===== src/rtl/cpu_stat_pkg.sv =====
package cpu_stat_pkg;
  localparam int DATA_W  = 8;
  localparam int B_STK   = 5;
  localparam int B_GID   = 4;
  localparam int B_TO    = 3;
  localparam int B_PD    = 2;
  localparam int B_PORF  = 1;
  localparam int B_BORF  = 0;
  localparam int FLAG_N  = 6;
  localparam logic [DATA_W-1:0] POR_VALUE = 8'h3D;
endpackage


===== src/rtl/cs_reset_decode.sv =====
module cs_reset_decode (
  input  logic ext_rst,
  input  logic wdt_rst,
  input  logic bor_rst,
  input  logic bor_det_en,
  input  logic wr_en,
  output logic dev_rst,
  output logic bor_clr,
  output logic wr_ok
);
  // any non-power-on device reset
  assign dev_rst = ext_rst | wdt_rst | bor_rst;
  // brown-out only recorded when detection is enabled
  assign bor_clr = bor_rst & bor_det_en;
  // writes are dropped during any device reset
  assign wr_ok   = wr_en & ~dev_rst;
endmodule


===== src/rtl/cs_flag_bit.sv =====
module cs_flag_bit #(
  parameter logic POR_VAL  = 1'b1,
  parameter bit   DEV_LOAD = 1'b0,
  parameter logic DEV_VAL  = 1'b1,
  parameter bit   WRITABLE = 1'b0
) (
  input  logic clk,
  input  logic rst,
  input  logic dev_rst,
  input  logic clr,
  input  logic set,
  input  logic wr_en,
  input  logic wr_val,
  output logic q
);
  // priority: power-on, device reset, clear event, set event, bus write
  always_ff @(posedge clk) begin
    if (rst)                        q <= POR_VAL;
    else if (DEV_LOAD && dev_rst)   q <= DEV_VAL;
    else if (clr)                   q <= 1'b0;
    else if (set)                   q <= 1'b1;
    else if (WRITABLE && wr_en)     q <= wr_val;
  end
endmodule


===== src/rtl/cpu_stat_reg.sv =====
module cpu_stat_reg
  import cpu_stat_pkg::*;
(
  input  logic              clk,
  input  logic              rst,
  input  logic              ext_rst,
  input  logic              wdt_rst,
  input  logic              bor_rst,
  input  logic              bor_det_en,
  input  logic              clrwdt_evt,
  input  logic              sleep_evt,
  input  logic              wdt_tmo_evt,
  input  logic              stk_ovf_evt,
  input  logic              wr_en,
  input  logic [DATA_W-1:0] wr_data,
  output logic [DATA_W-1:0] rd_data,
  output logic              int_gbl_dis
);
  logic dev_rst, bor_clr, wr_ok;
  logic [FLAG_N-1:0] flag_q;
  logic unused_wr_hi;

  assign unused_wr_hi = &{1'b0, wr_data[DATA_W-1:FLAG_N]};

  cs_reset_decode u_dec (
    .ext_rst(ext_rst), .wdt_rst(wdt_rst), .bor_rst(bor_rst),
    .bor_det_en(bor_det_en), .wr_en(wr_en),
    .dev_rst(dev_rst), .bor_clr(bor_clr), .wr_ok(wr_ok)
  );

  // stack-ok: sticky clear, restored by any reset
  cs_flag_bit #(.POR_VAL(1'b1), .DEV_LOAD(1'b1), .DEV_VAL(1'b1), .WRITABLE(1'b0)) u_stk (
    .clk(clk), .rst(rst), .dev_rst(dev_rst), .clr(stk_ovf_evt), .set(1'b0),
    .wr_en(wr_ok), .wr_val(wr_data[B_STK]), .q(flag_q[B_STK])
  );

  // interrupt disable: software bit, forced high by device reset
  cs_flag_bit #(.POR_VAL(1'b1), .DEV_LOAD(1'b1), .DEV_VAL(1'b1), .WRITABLE(1'b1)) u_gid (
    .clk(clk), .rst(rst), .dev_rst(dev_rst), .clr(1'b0), .set(1'b0),
    .wr_en(wr_ok), .wr_val(wr_data[B_GID]), .q(flag_q[B_GID])
  );

  // no-timeout: clear on time-out beats set on watchdog clear
  cs_flag_bit #(.POR_VAL(1'b1), .DEV_LOAD(1'b0), .DEV_VAL(1'b1), .WRITABLE(1'b0)) u_to (
    .clk(clk), .rst(rst), .dev_rst(dev_rst), .clr(wdt_tmo_evt), .set(clrwdt_evt),
    .wr_en(wr_ok), .wr_val(wr_data[B_TO]), .q(flag_q[B_TO])
  );

  // awake: clear on sleep beats set on watchdog clear
  cs_flag_bit #(.POR_VAL(1'b1), .DEV_LOAD(1'b0), .DEV_VAL(1'b1), .WRITABLE(1'b0)) u_pd (
    .clk(clk), .rst(rst), .dev_rst(dev_rst), .clr(sleep_evt), .set(clrwdt_evt),
    .wr_en(wr_ok), .wr_val(wr_data[B_PD]), .q(flag_q[B_PD])
  );

  // no-power-on flag: 0 after power-on, only software sets it
  cs_flag_bit #(.POR_VAL(1'b0), .DEV_LOAD(1'b0), .DEV_VAL(1'b1), .WRITABLE(1'b1)) u_porf (
    .clk(clk), .rst(rst), .dev_rst(dev_rst), .clr(1'b0), .set(1'b0),
    .wr_en(wr_ok), .wr_val(wr_data[B_PORF]), .q(flag_q[B_PORF])
  );

  // no-brown-out flag: cleared by an enabled brown-out reset
  cs_flag_bit #(.POR_VAL(1'b1), .DEV_LOAD(1'b0), .DEV_VAL(1'b1), .WRITABLE(1'b1)) u_borf (
    .clk(clk), .rst(rst), .dev_rst(dev_rst), .clr(bor_clr), .set(1'b0),
    .wr_en(wr_ok), .wr_val(wr_data[B_BORF]), .q(flag_q[B_BORF])
  );

  assign rd_data     = {{(DATA_W-FLAG_N){1'b0}}, flag_q};
  assign int_gbl_dis = flag_q[B_GID];
endmodule


===== config.mk =====
export PLATFORM = sky130hd
export DESIGN_NAME = cpu_stat_reg
export DESIGN_NICKNAME = d
export VERILOG_FILES = /design/src/rtl/cpu_stat_pkg.sv /design/src/rtl/cs_reset_decode.sv /design/src/rtl/cs_flag_bit.sv /design/src/rtl/cpu_stat_reg.sv
export SDC_FILE = /design/constraint.sdc
export NUM_CORES = 1
export LEC_CHECK = 0
export CORE_AREA = 2 2 39 41
export DETAILED_ROUTE_END_ITERATION = 6
export DIE_AREA = 0 0 41 43
export GPL_ROUTABILITY_DRIVEN = 0
export PLACE_DENSITY = 0.71
export SETUP_SLACK_MARGIN = 0.4
export SYNTH_ARGS = -nofsm -noshare
export SYNTH_HDL_FRONTEND = slang
export SYNTH_HIERARCHICAL = 1
export SYNTH_SLANG_ARGS = --single-unit

===== constraint.sdc =====
create_clock -name clk -period 3.29 [get_ports clk]
set_input_delay 0.329 -clock clk [delete_from_list [all_inputs] [get_ports clk]]
set_output_delay 0.329 -clock clk [all_outputs]
set_load 0.02 [all_outputs]

==> Word-level counts from Yosys, hierarchy flattened <==
Index checks and enable logic that the tools add are counted.
{ "classes": {"mux": 5, "bitwise": 5, "reduce_logical": 4} }
{ "ops": {"columns": ["operator", "count"], "rows": [
  ["nonzero test 2 bit", 3],
  ["two-way mux 1 bit", 5],
  ["AND 1 bit", 2],
  ["OR 1 bit", 2],
  ["OR reduction 2 bit", 1],
  ["inverter 1 bit", 1]
]} }
{ "totals": {"register_bits": 6, "output_inout_bits": 9} }

==> Depth between registers and ports, before layout <==
Gate-level depths: netlist of run 1.
{ "logic_depth": {"word_depth": 6, "mapped_depth": 3, "ltp_nobuf": 3} }

==> Cells and area by module <==
The synthesis of run 1 kept the hierarchy.
{ "by_module_without_submodules": {"columns": ["module", "n_inst", "cells_per_inst", "area_each_um2", "seq_area_each_um2"], "rows": [
  ["cs_flag_bit at u_pd ...", 2, 3, 35.0, 20.0],
  ["cs_flag_bit at u_gid", 1, 5, 46.3, 20.0],
  ["cs_flag_bit at u_porf", 1, 4, 46.3, 20.0],
  ["cs_flag_bit at u_borf", 1, 5, 45.0, 20.0],
  ["cs_flag_bit at u_stk", 1, 4, 32.5, 20.0],
  ["cpu_stat_reg", 1, 4, 26.3, 0.0],
  ["cs_reset_decode", 1, 3, 21.3, 0.0]
]} }

==> Worst setup path before layout of run 1 <==
OpenSTA, ideal clock, no wires.
{ "synth_path": {"path_type": "input -> register", "from": "in wdt_rst", "to": "reg u_porf.q", "arrival_time_ps": 1303, "slack_ps": 1864, "path_stages": 3, "path_cell_list": "nor4b_1 -> mux2i_1 -> a211oi_2"} }
{ "synth_via": {"elab_chain_len": 4} }
{ "synth_rtl": {"columns": ["element", "line_no", "rtl"], "rows": [
  ["from (decl)", "cpu_stat_reg.sv:7", "input logic wdt_rst,"],
  ["OR 1 bit (2 in series)", "cs_reset_decode.sv:12", "assign dev_rst = ext_rst | wdt_rst | bor_rst;"],
  ["inverter 1 bit", "cs_reset_decode.sv:16", "assign wr_ok = wr_en & ~dev_rst;"],
  ["AND 1 bit", "cs_reset_decode.sv:16", null],
  ["to (signal assigned)", "cs_flag_bit.sv:22", "else if (WRITABLE && wr_en) q <= wr_val;"],
  ["to (decl)", "cs_flag_bit.sv:14", "output logic q"]
]} }
Every way passes these cells.
A chain may end at the register's enable or synchronous reset.

==> Worst setup path in the final report of run 1 <==
{ "layout_path": {"from": "in wdt_rst", "to": "reg u_porf.q"} }
{ "layout_via": {"elab_chain_len": 4} }
{ "layout_rtl": {"columns": ["element", "line_no", "rtl"], "rows": [
  ["OR 1 bit (2 in series)", "cs_reset_decode.sv:12", null],
  ["inverter 1 bit", "cs_reset_decode.sv:16", null],
  ["AND 1 bit", "cs_reset_decode.sv:16", null],
  ["via wr_ok", "cpu_stat_reg.sv:19", "logic dev_rst, bor_clr, wr_ok;"]
]} }
The timed path passes the listed nets, and every way through them passes these cells.

==> impl_metrics.yaml, run 1 <==
outcome:
  outcome: "completed"
drt:
  drtPass1Iterations: 2
  wl_per_cell_um: 8.01
  drc_errors: 0
  vias: 281
  drt_iter0_markers: 1
  vias_per_cell: 3.80
  antenna_left: 0
  wl_um: 593
global_routing:
  grt_pass1_vias: 274
  grt-busiest-layer: "met2"
  grt_use_total: 0.0854
  grt_use_met1: 0.0935
  grtUsageMet2: 0.128
  antenna_found_initial: 0
  grtUsageMet3: 0.0314
  grt_overflow: 0
  grt_pass1_wl_um: 986
  grt_max_degree: 9
synthesis:
  syn_area_per_cell_um2: 9.28
  netlist_instances: 31
  ys_types: 16
  netlist_area_um2: 288
  yosysWarningCount: 6
  yosys.area.top_type_share: 0.417
  synth_area_leader_cell: "dfxtp_1"
  synth_seq_area_share: 0.417
  synthTopCellsByArea: "dfxtp_1 42%, mux2i_1 10%, buf_4 7.8%"
  ys_seq_elements: 6
sta:
  max_slew_margin: 0.344
  fin_skew_ps: 0
  rsz0062_at_grt: "no"
  final.setup.tns_ps: 0
  worst_pin_slew_ps: 971
  fmax_ghz: 0.537
  fin_crit_sh: 0.566
  finalHoldViolations: 0
  maxSlewViolCount: 0
  period_needed_ps: 1860
  whs_ps: 494
  setup_viol: 0
layout:
  n_antenna_cell: 0
  syn_to_final_growth_pct: 85.7
  final_area_um2: 534
  regArea_um2: 120
  final_nets: 79
  drive_above_1_share: 0.103
  multi_input_area_um2: 168
  fillers: 151
power_and_ir_drop:
  p_per_area_nw_per_um2: 345
  peakVddDrop_uv: 164
  p_leak_nw: 0.205
  power_mw: 0.185
die:
  num_io_pins: 28
  die_w_um: 41
  num_rows: 14
  die-area_um2: 1760
  coreArea_um2: 1380
  dieHeight_um: 43
  start_util: 0.208
clock_tree:
  clk_pin_slew_ps: 50
  cts_buffers: 3
  htree_num_levels: 1
  clock_sinks: 6
  clock-root-buffer: "clkbuf_4"
  cts_hold_buf: 0
  clock_latency_ps: 240
  post-cts-setup-buffer-count: 0
  clock_path_buffers: 2
  cts_tree: "built"
  cts_resized: 0
critical_path:
  cp-end-kind: "flop"
  r2r-start: "u_porf/q$_SDFFE_PP0P_"
  arrival_ps: 2020
  crit_path_start_kind: "input pin"
  crit_family: "simple AND/OR/NAND/NOR gates"
  crit_required_ps: 3450
  crit_chain: "clkdlybuf4s50_1, nor4b_1, mux2i_1, a211oi_2"
  crit_fanout: 3
  crit_cells: 4
  crit_path_max_incr_delay_ps: 850
  worstPathBufferInverterCount: 1
  cp_slowest_cell: "nor4b_1"
  reg2regPathDepth: 2
  rr_endpoint: "u_porf/q$_SDFFE_PP0P_"
  r2r_slack_ps: 2580
  crit_type: "input pin to flop"
hold_path:
  holdPathStages: 2
  hold_path.startpoint: "u_to/q$_SDFFE_PP1P_"
  whs_endpoint: "u_to/q$_SDFFE_PP1P_"
  hp-class: "flop to flop"
placement:
  placed_cell_area_um2: 512
  portBuffers: 20
  dp_hpwl_um: 505
flow_run:
  drv_cap: 0
-- worst reg2reg max path, stage by stage, from the launching register on --
cell and delay, ps:
dfxtp_1 320, mux2i_1 70, a211oi_2 240
-- area by class of cell --
| class | instances | share of cell area |
|---|---|---|
| well taps | 16 | 0.0375 |
| repair buffers | 20 | 0.375 |
| multi-input cells | 28 | 0.314 |
| clock buffers | 3 | 0.0422 |
| flip-flops and latches | 6 | 0.225 |
| inverters | 1 | 0.00703 |
-- report_power, final --
part           leakage, nW  switching, mW  internal (mW)
combinational        0.142         0.0163         0.0246
sequential          0.0496        0.00153         0.0764
clock               0.0138         0.0245         0.0411
-- placed cells by master, fill, tap and decap left out --
master / n
nor2b_1: 1
o21ai_1: 1
nor4b_1: 1
clkbuf_4: 3
conb_1: 8
mux2i_1: 3
a21oi_1: 1
a211oi_2: 1
clkdlybuf4s50_1: 20
and2_1: 1
o21bai_2: 2
nor2_1: 6
inv_1: 1
or3_1: 1
nor3_1: 1
dfxtp_1: 6
a22oi_1: 1
-- logic make-up (layout without fill, tap and decap cells) --
logic type,after synthesis,count (layout),share of synthesized area
buf+inv,4,24,0.0913
mux,3,3,0.104
flops,6,6,0.417
simple gates,11,11,0.191
other cells,1,8,0.0130
compound gates,6,6,0.183
-- state kept, by name, indices dropped and copies added (netlist names) --
name / count
u_to/q: 1
u_pd/q: 1
u_gid/q: 1
u_borf/q: 1
u_porf/q: 1
u_stk/q: 1
-- how the worst max path moves through the flow --
stage	start	end	slack (ps)
2_1_floorplan	wdt_rst	u_porf/q$_SDFFE_PP0P_	1860
3_3_place_gp	bor_rst	u_porf/q$_SDFFE_PP0P_	1210
3_5_place_dp	wdt_rst	u_porf/q$_SDFFE_PP0P_	1190
4_1_cts	wdt_rst	u_porf/q$_SDFFE_PP0P_	1420
5_1_grt	wdt_rst	u_porf/q$_SDFFE_PP0P_	1320
6_report	wdt_rst	u_porf/q$_SDFFE_PP0P_	1430
-- layer usage --
| metal | up-vias | share of wire |
|---|---|---|
| met2 | 11 | 0.49 |
| met3 | 0 | 0.088 |
| li1 | 150 | - |
| met4 | 0 | 0 |
| met1 | 120 | 0.42 |
| met5 | - | 0 |
-- cell usage after synthesis --
library cell	n
a211oi_2	1
a21oi_1	1
a22oi_1	1
and2_1	1
buf_4	3
conb_1	1
dfxtp_1	6
inv_1	1
mux2i_1	3
nor2_1	6
nor2b_1	1
nor3_1	1
nor4b_1	1
o21ai_1	1
o21bai_2	2
or3_1	1
-- metrics by stage --
stage,cells,util,setup WS [ps]
after CTS,74,0.386,1420
final,74,0.386,1430
after detailed placement,71,0.370,1190
after floorplan,38,-,1860
after global routing,74,0.386,1320
after global placement,71,0.370,1210
Note: power is estimated with default switching activity, not from simulation.
==> run 2: changes to the inputs <==
Settings changed: PLACE_DENSITY 0.71 to 0.73.
Clock period 3.29 ns to 1.7 ns, I/O delays scaled along.
==> run 2 against run 1 <==
Effect of this change:
- final cell count increased by 1.4%
- final area increased by 0.94%
- first-iteration DRC count is the same
- sequential share of layout area fell by 0.21 points
- sequential power is 94% higher
- utilization is 0.36 points higher
- worst hold slack worse by 17 ps
- setup slack worse by 950 ps
- combinational power grew 86%
- count of clock-buffer cells in the layout unchanged
- largest cell class unchanged
==> impl_metrics.yaml, run 2 (same netlist as run 1, synthesis figures left out) <==
hold_path:
  hold_path.startpoint: "stk_ovf_evt"
  hp-class: "input pin to flop"
  holdPathStages: 2
  whs_endpoint: "u_stk/q$_SDFFE_PP1P_"
critical_path:
  r2r-start: "u_porf/q$_SDFFE_PP0P_"
  crit_path_start_kind: "input pin"
  crit_type: "input pin to flop"
  r2r_slack_ps: 1040
  rr_endpoint: "u_porf/q$_SDFFE_PP0P_"
  arrival_ps: 1340
  crit_required_ps: 1820
  cp-end-kind: "flop"
  crit_fanout: 3
  reg2regPathDepth: 2
clock_tree:
  cts_buffers: 3
  clock_latency_ps: 240
  clock_path_buffers: 2
  htree_num_levels: 1
  post-cts-setup-buffer-count: 0
  clk_pin_slew_ps: 50
  clock_sinks: 6
  clock-root-buffer: "clkbuf_4"
  cts_tree: "built"
outcome:
  outcome: "completed"
drt:
  vias: 280
  vias_per_cell: 3.73
  wl_um: 666
  drt_iter0_markers: 1
  drc_errors: 0
  antenna_left: 0
  wl_per_cell_um: 8.88
  drtPass1Iterations: 2
die:
  coreArea_um2: 1380
  num_rows: 14
  num_io_pins: 28
  start_util: 0.208
  die-area_um2: 1760
  die_w_um: 41
  dieHeight_um: 43
layout:
  layout.cells.non_filler: 75
  n_antenna_cell: 0
  final_common_cell: "clkdlybuf4s50_1"
  syn_to_final_growth_pct: 87.4
  final_nets: 80
  fillers: 154
  drive_above_1_share: 0.136
  final_cell_mix: "13 x clkdlybuf4s50_1, 8 x conb_1, 7 x dlygate4sd2_1"
placement:
  portBuffers: 20
  placed_cells: 72
sta:
  period_needed_ps: 1220
  maxSlewViolCount: 0
  fmax_ghz: 0.820
  fin_crit_sh: 0.717
  rsz0062_at_grt: "no"
  setup_viol: 0
  finalHoldViolations: 0
  final.setup.tns_ps: 0
  whs_ps: 478
  fin_skew_ps: 0
global_routing:
  grt_pass1_wl_um: 1090
  grt_pass1_vias: 269
  grt_max_degree: 9
  antenna_found_initial: 0
  grt_use_total: 0.0975
  grt_overflow: 0
power_and_ir_drop:
  p_leak_nw: 0.209
  p_per_area_nw_per_um2: 663
  peakVddDrop_uv: 260
  power_mw: 0.357
flow_run:
  drv_cap: 0
## run 2: metrics by stage
step / util / worst slack (ps) / area (um2)
floorplan: - / 433 / 314
global placement: 0.375 / 201 / 519
detailed placement: 0.375 / 187 / 519
CTS: 0.385 / 457 / 533
global route: 0.390 / 427 / 539
finish: 0.390 / 481 / 539
## run 2: final cells by class
cell class,count,area (um2),area share
Tap cell,16,20.0,0.0371
Sequential cell,6,120,0.223
Clock buffer,3,22.5,0.0418
Timing Repair Buffer,21,199,0.369
Inverter,1,3.75,0.00696
Multi-Input combinational cell,28,174,0.323
## run 2: worst max path at each step
| stage | slack, ps | cells past startpoint | from | to |
|---|---|---|---|---|
| after floorplan | 430 | 3 | wdt_rst | u_porf/q$_SDFFE_PP0P_ |
| after global placement | 200 | 5 | wdt_rst | u_porf/q$_SDFFE_PP0P_ |
| after detailed placement | 190 | 5 | wdt_rst | u_gid/q$_SDFFE_PP1P_ |
| after CTS | 460 | 5 | wdt_rst | u_gid/q$_SDFFE_PP1P_ |
| after global routing | 430 | 4 | wdt_rst | u_gid/q$_SDFFE_PP1P_ |
| final | 480 | 4 | wdt_rst | u_gid/q$_SDFFE_PP1P_ |
## run 2: per-layer routing
| metal | wire (um) | global-route usage |
|---|---|---|
| met5 | 0 | 0 |
| met4 | 10 | 0.100 |
| met3 | 46 | 0.0314 |
| met2 | 368 | 0.138 |
| met1 | 241 | 0.103 |
## run 2: repair_timing
item / CTS / global route
hold buffers: 0 / 0
gates resized for setup: 7 / 1
endpoints found under the setup margin: 7 / 2
cloned: 0 / 0
## run 2: worst max-delay path: stages
cell,delay [ps]
clkdlybuf4s50_1,430
or3_1,440
nor3_1,210
a22oi_1,90
## run 2: power by group
part	switching [mW]	leakage, nW	total [mW]	internal [mW]
combinational	0.0321	0.145	0.0759	0.0438
clock	0.0509	0.0138	0.131	0.0798
sequential	0.00288	0.0496	0.151	0.148
==> run 3: changes to the inputs <==
Clock period 1.7 ns to 1.07 ns, I/O delays scaled along.
==> run 3 against run 2 <==
Effect of this change:
- combinational power is 86% higher
- sequential share of layout area is 0.57 points lower
- highest routed layer is now met3
- setup slack worse by 230 ps
- via count is 7.1% higher
- critical endpoint is now u_porf/q$_SDFFE_PP0P_
- worst hold slack worse by 270 ps
- power is 65% higher
- clock power is 55% higher
- sequential power is 62% higher
- critical path type unchanged
==> impl_metrics.yaml, run 3 (same netlist as run 1, synthesis figures left out) <==
sta:
  fin_skew_ps: 0
  rsz0062_at_grt: "yes"
  setup_slack_ps: 250
  final.setup.tns_ps: 0
  setup_viol: 0
  finalHoldViolations: 0
  period_needed_ps: 820
  maxSlewViolCount: 0
  fmax_ghz: 1.22
  fin_crit_sh: 0.766
critical_path:
  crit_type: "input pin to flop"
  arrival_ps: 940
  rr_endpoint: "u_porf/q$_SDFFE_PP0P_"
  crit_path_start_kind: "input pin"
  cp-end-kind: "flop"
  crit_fanout: 3
  r2r_slack_ps: 400
  crit_required_ps: 1190
  reg2regPathDepth: 2
  r2r-start: "u_porf/q$_SDFFE_PP0P_"
drt:
  wl_um: 659
  drt_iter0_markers: 3
  vias: 300
  antenna_left: 0
  drc_errors: 0
  wl_per_cell_um: 8.67
  vias_per_cell: 3.95
  drtPass1Iterations: 3
power_and_ir_drop:
  clock_power_share: 0.344
  power_switching_mw: 0.142
  p_leak_nw: 0.242
  peakVddDrop_uv: 544
  p_per_area_nw_per_um2: 1000
  sw_frac_of_total: 0.240
  power_frac_comb: 0.240
  pwr-share-seq: 0.416
  internal-power_mw: 0.448
layout:
  syn_to_final_growth_pct: 104
  regArea_um2: 128
  final_core_util: 0.425
  n_antenna_cell: 0
  drive_above_1_share: 0.467
  final_cell_mix: "10 x buf_6, 8 x conb_1, 8 x clkdlybuf4s50_1"
  multi_input_area_um2: 195
  fillers: 155
  final_nets: 81
  final_common_cell: "buf_6"
global_routing:
  grt_pass1_wl_um: 1080
  antenna_found_initial: 0
  grt_overflow: 0
  grt_use_total: 0.0945
  grt_max_degree: 9
  grt_pass1_vias: 275
clock_tree:
  clock-root-buffer: "clkbuf_4"
  clock_path_buffers: 2
  cts_buffers: 3
  cts_tree: "built"
  cts_hold_buf: 0
  htree_num_levels: 1
  clk_pin_slew_ps: 50
  clock_latency_ps: 240
  clock_sinks: 6
die:
  start_util: 0.208
  num_rows: 14
  die-area_um2: 1760
  num_io_pins: 28
  dieHeight_um: 43
  coreArea_um2: 1380
  die_w_um: 41
placement:
  portBuffers: 20
  dp_hpwl_um: 511
  dpl_worst_slack_ps: -404
outcome:
  outcome: "completed"
hold_path:
  hp-class: "input pin to flop"
  hold_path.startpoint: "wdt_rst"
  holdPathStages: 4
  whs_endpoint: "u_stk/q$_SDFFE_PP1P_"
flow_run:
  drv_cap: 0
-- run 3: worst max path at each step --
stage,startpoint,endpoint,slack [ps],cells after the start
final,ext_rst,u_porf/q$_SDFFE_PP0P_,250,4
after global routing,ext_rst,u_porf/q$_SDFFE_PP0P_,200,4
after CTS,wdt_rst,u_porf/q$_SDFFE_PP0P_,240,4
after detailed placement,bor_rst,u_porf/q$_SDFFE_PP0P_,-400,4
after global placement,bor_rst,u_porf/q$_SDFFE_PP0P_,-350,4
after floorplan,bor_rst,u_porf/q$_SDFFE_PP0P_,170,3
-- run 3: layer usage --
metal | wire length, um | share of wire | GRT usage | up-vias
li1 | - | - | - | 157
met1 | 266 | 0.40 | 0.0968 | 125
met2 | 301 | 0.46 | 0.134 | 18
met3 | 91 | 0.14 | 0.0628 | 0
met4 | 0 | 0 | 0.0600 | 0
met5 | 0 | 0 | 0 | -
-- run 3: power groups by stage --
stage	Combinational, mW	Clock, mW	Sequential (mW)
finish	0.141	0.203	0.245
floorplan	0.0445	0	0.257
global route	0.154	0.228	0.246
global placement	0.135	0	0.244
detailed placement	0.136	0	0.245
CTS	0.144	0.215	0.245
-- run 3: critical path, stage by stage --
cell and delay, ps:
buf_6 100, nor4b_4 390, mux2i_1 260, a211oi_2 80
-- run 3: cell type report --
type / instances / area share
Clock buffer: 3 / 0.0383
Tap cell: 16 / 0.0340
Sequential cell: 6 / 0.217
Inverter: 1 / 0.00638
Multi-Input combinational cell: 28 / 0.332
Timing Repair Buffer: 22 / 0.372
-- run 3: through the flow --
step | power (mW) | std cells | cell area [um2] | hold WS (ps)
floorplan | 0.302 | 38 | 335 | 180
global placement | 0.379 | 72 | 541 | 480
detailed placement | 0.380 | 72 | 541 | 499
CTS | 0.604 | 76 | 586 | 207
global route | 0.628 | 76 | 588 | 220
finish | 0.590 | 76 | 588 | 209
-- run 3: timing repair --
| action | 4_1_cts | 5_1_grt |
|---|---|---|
| pin swaps | 3 | 3 |
| endpoints found under the hold margin | 0 | 0 |
| gates resized for setup | 67 | 3 |
| setup endpoints to repair | 13 | 12 |
| buffers inserted | 1 | 0 |
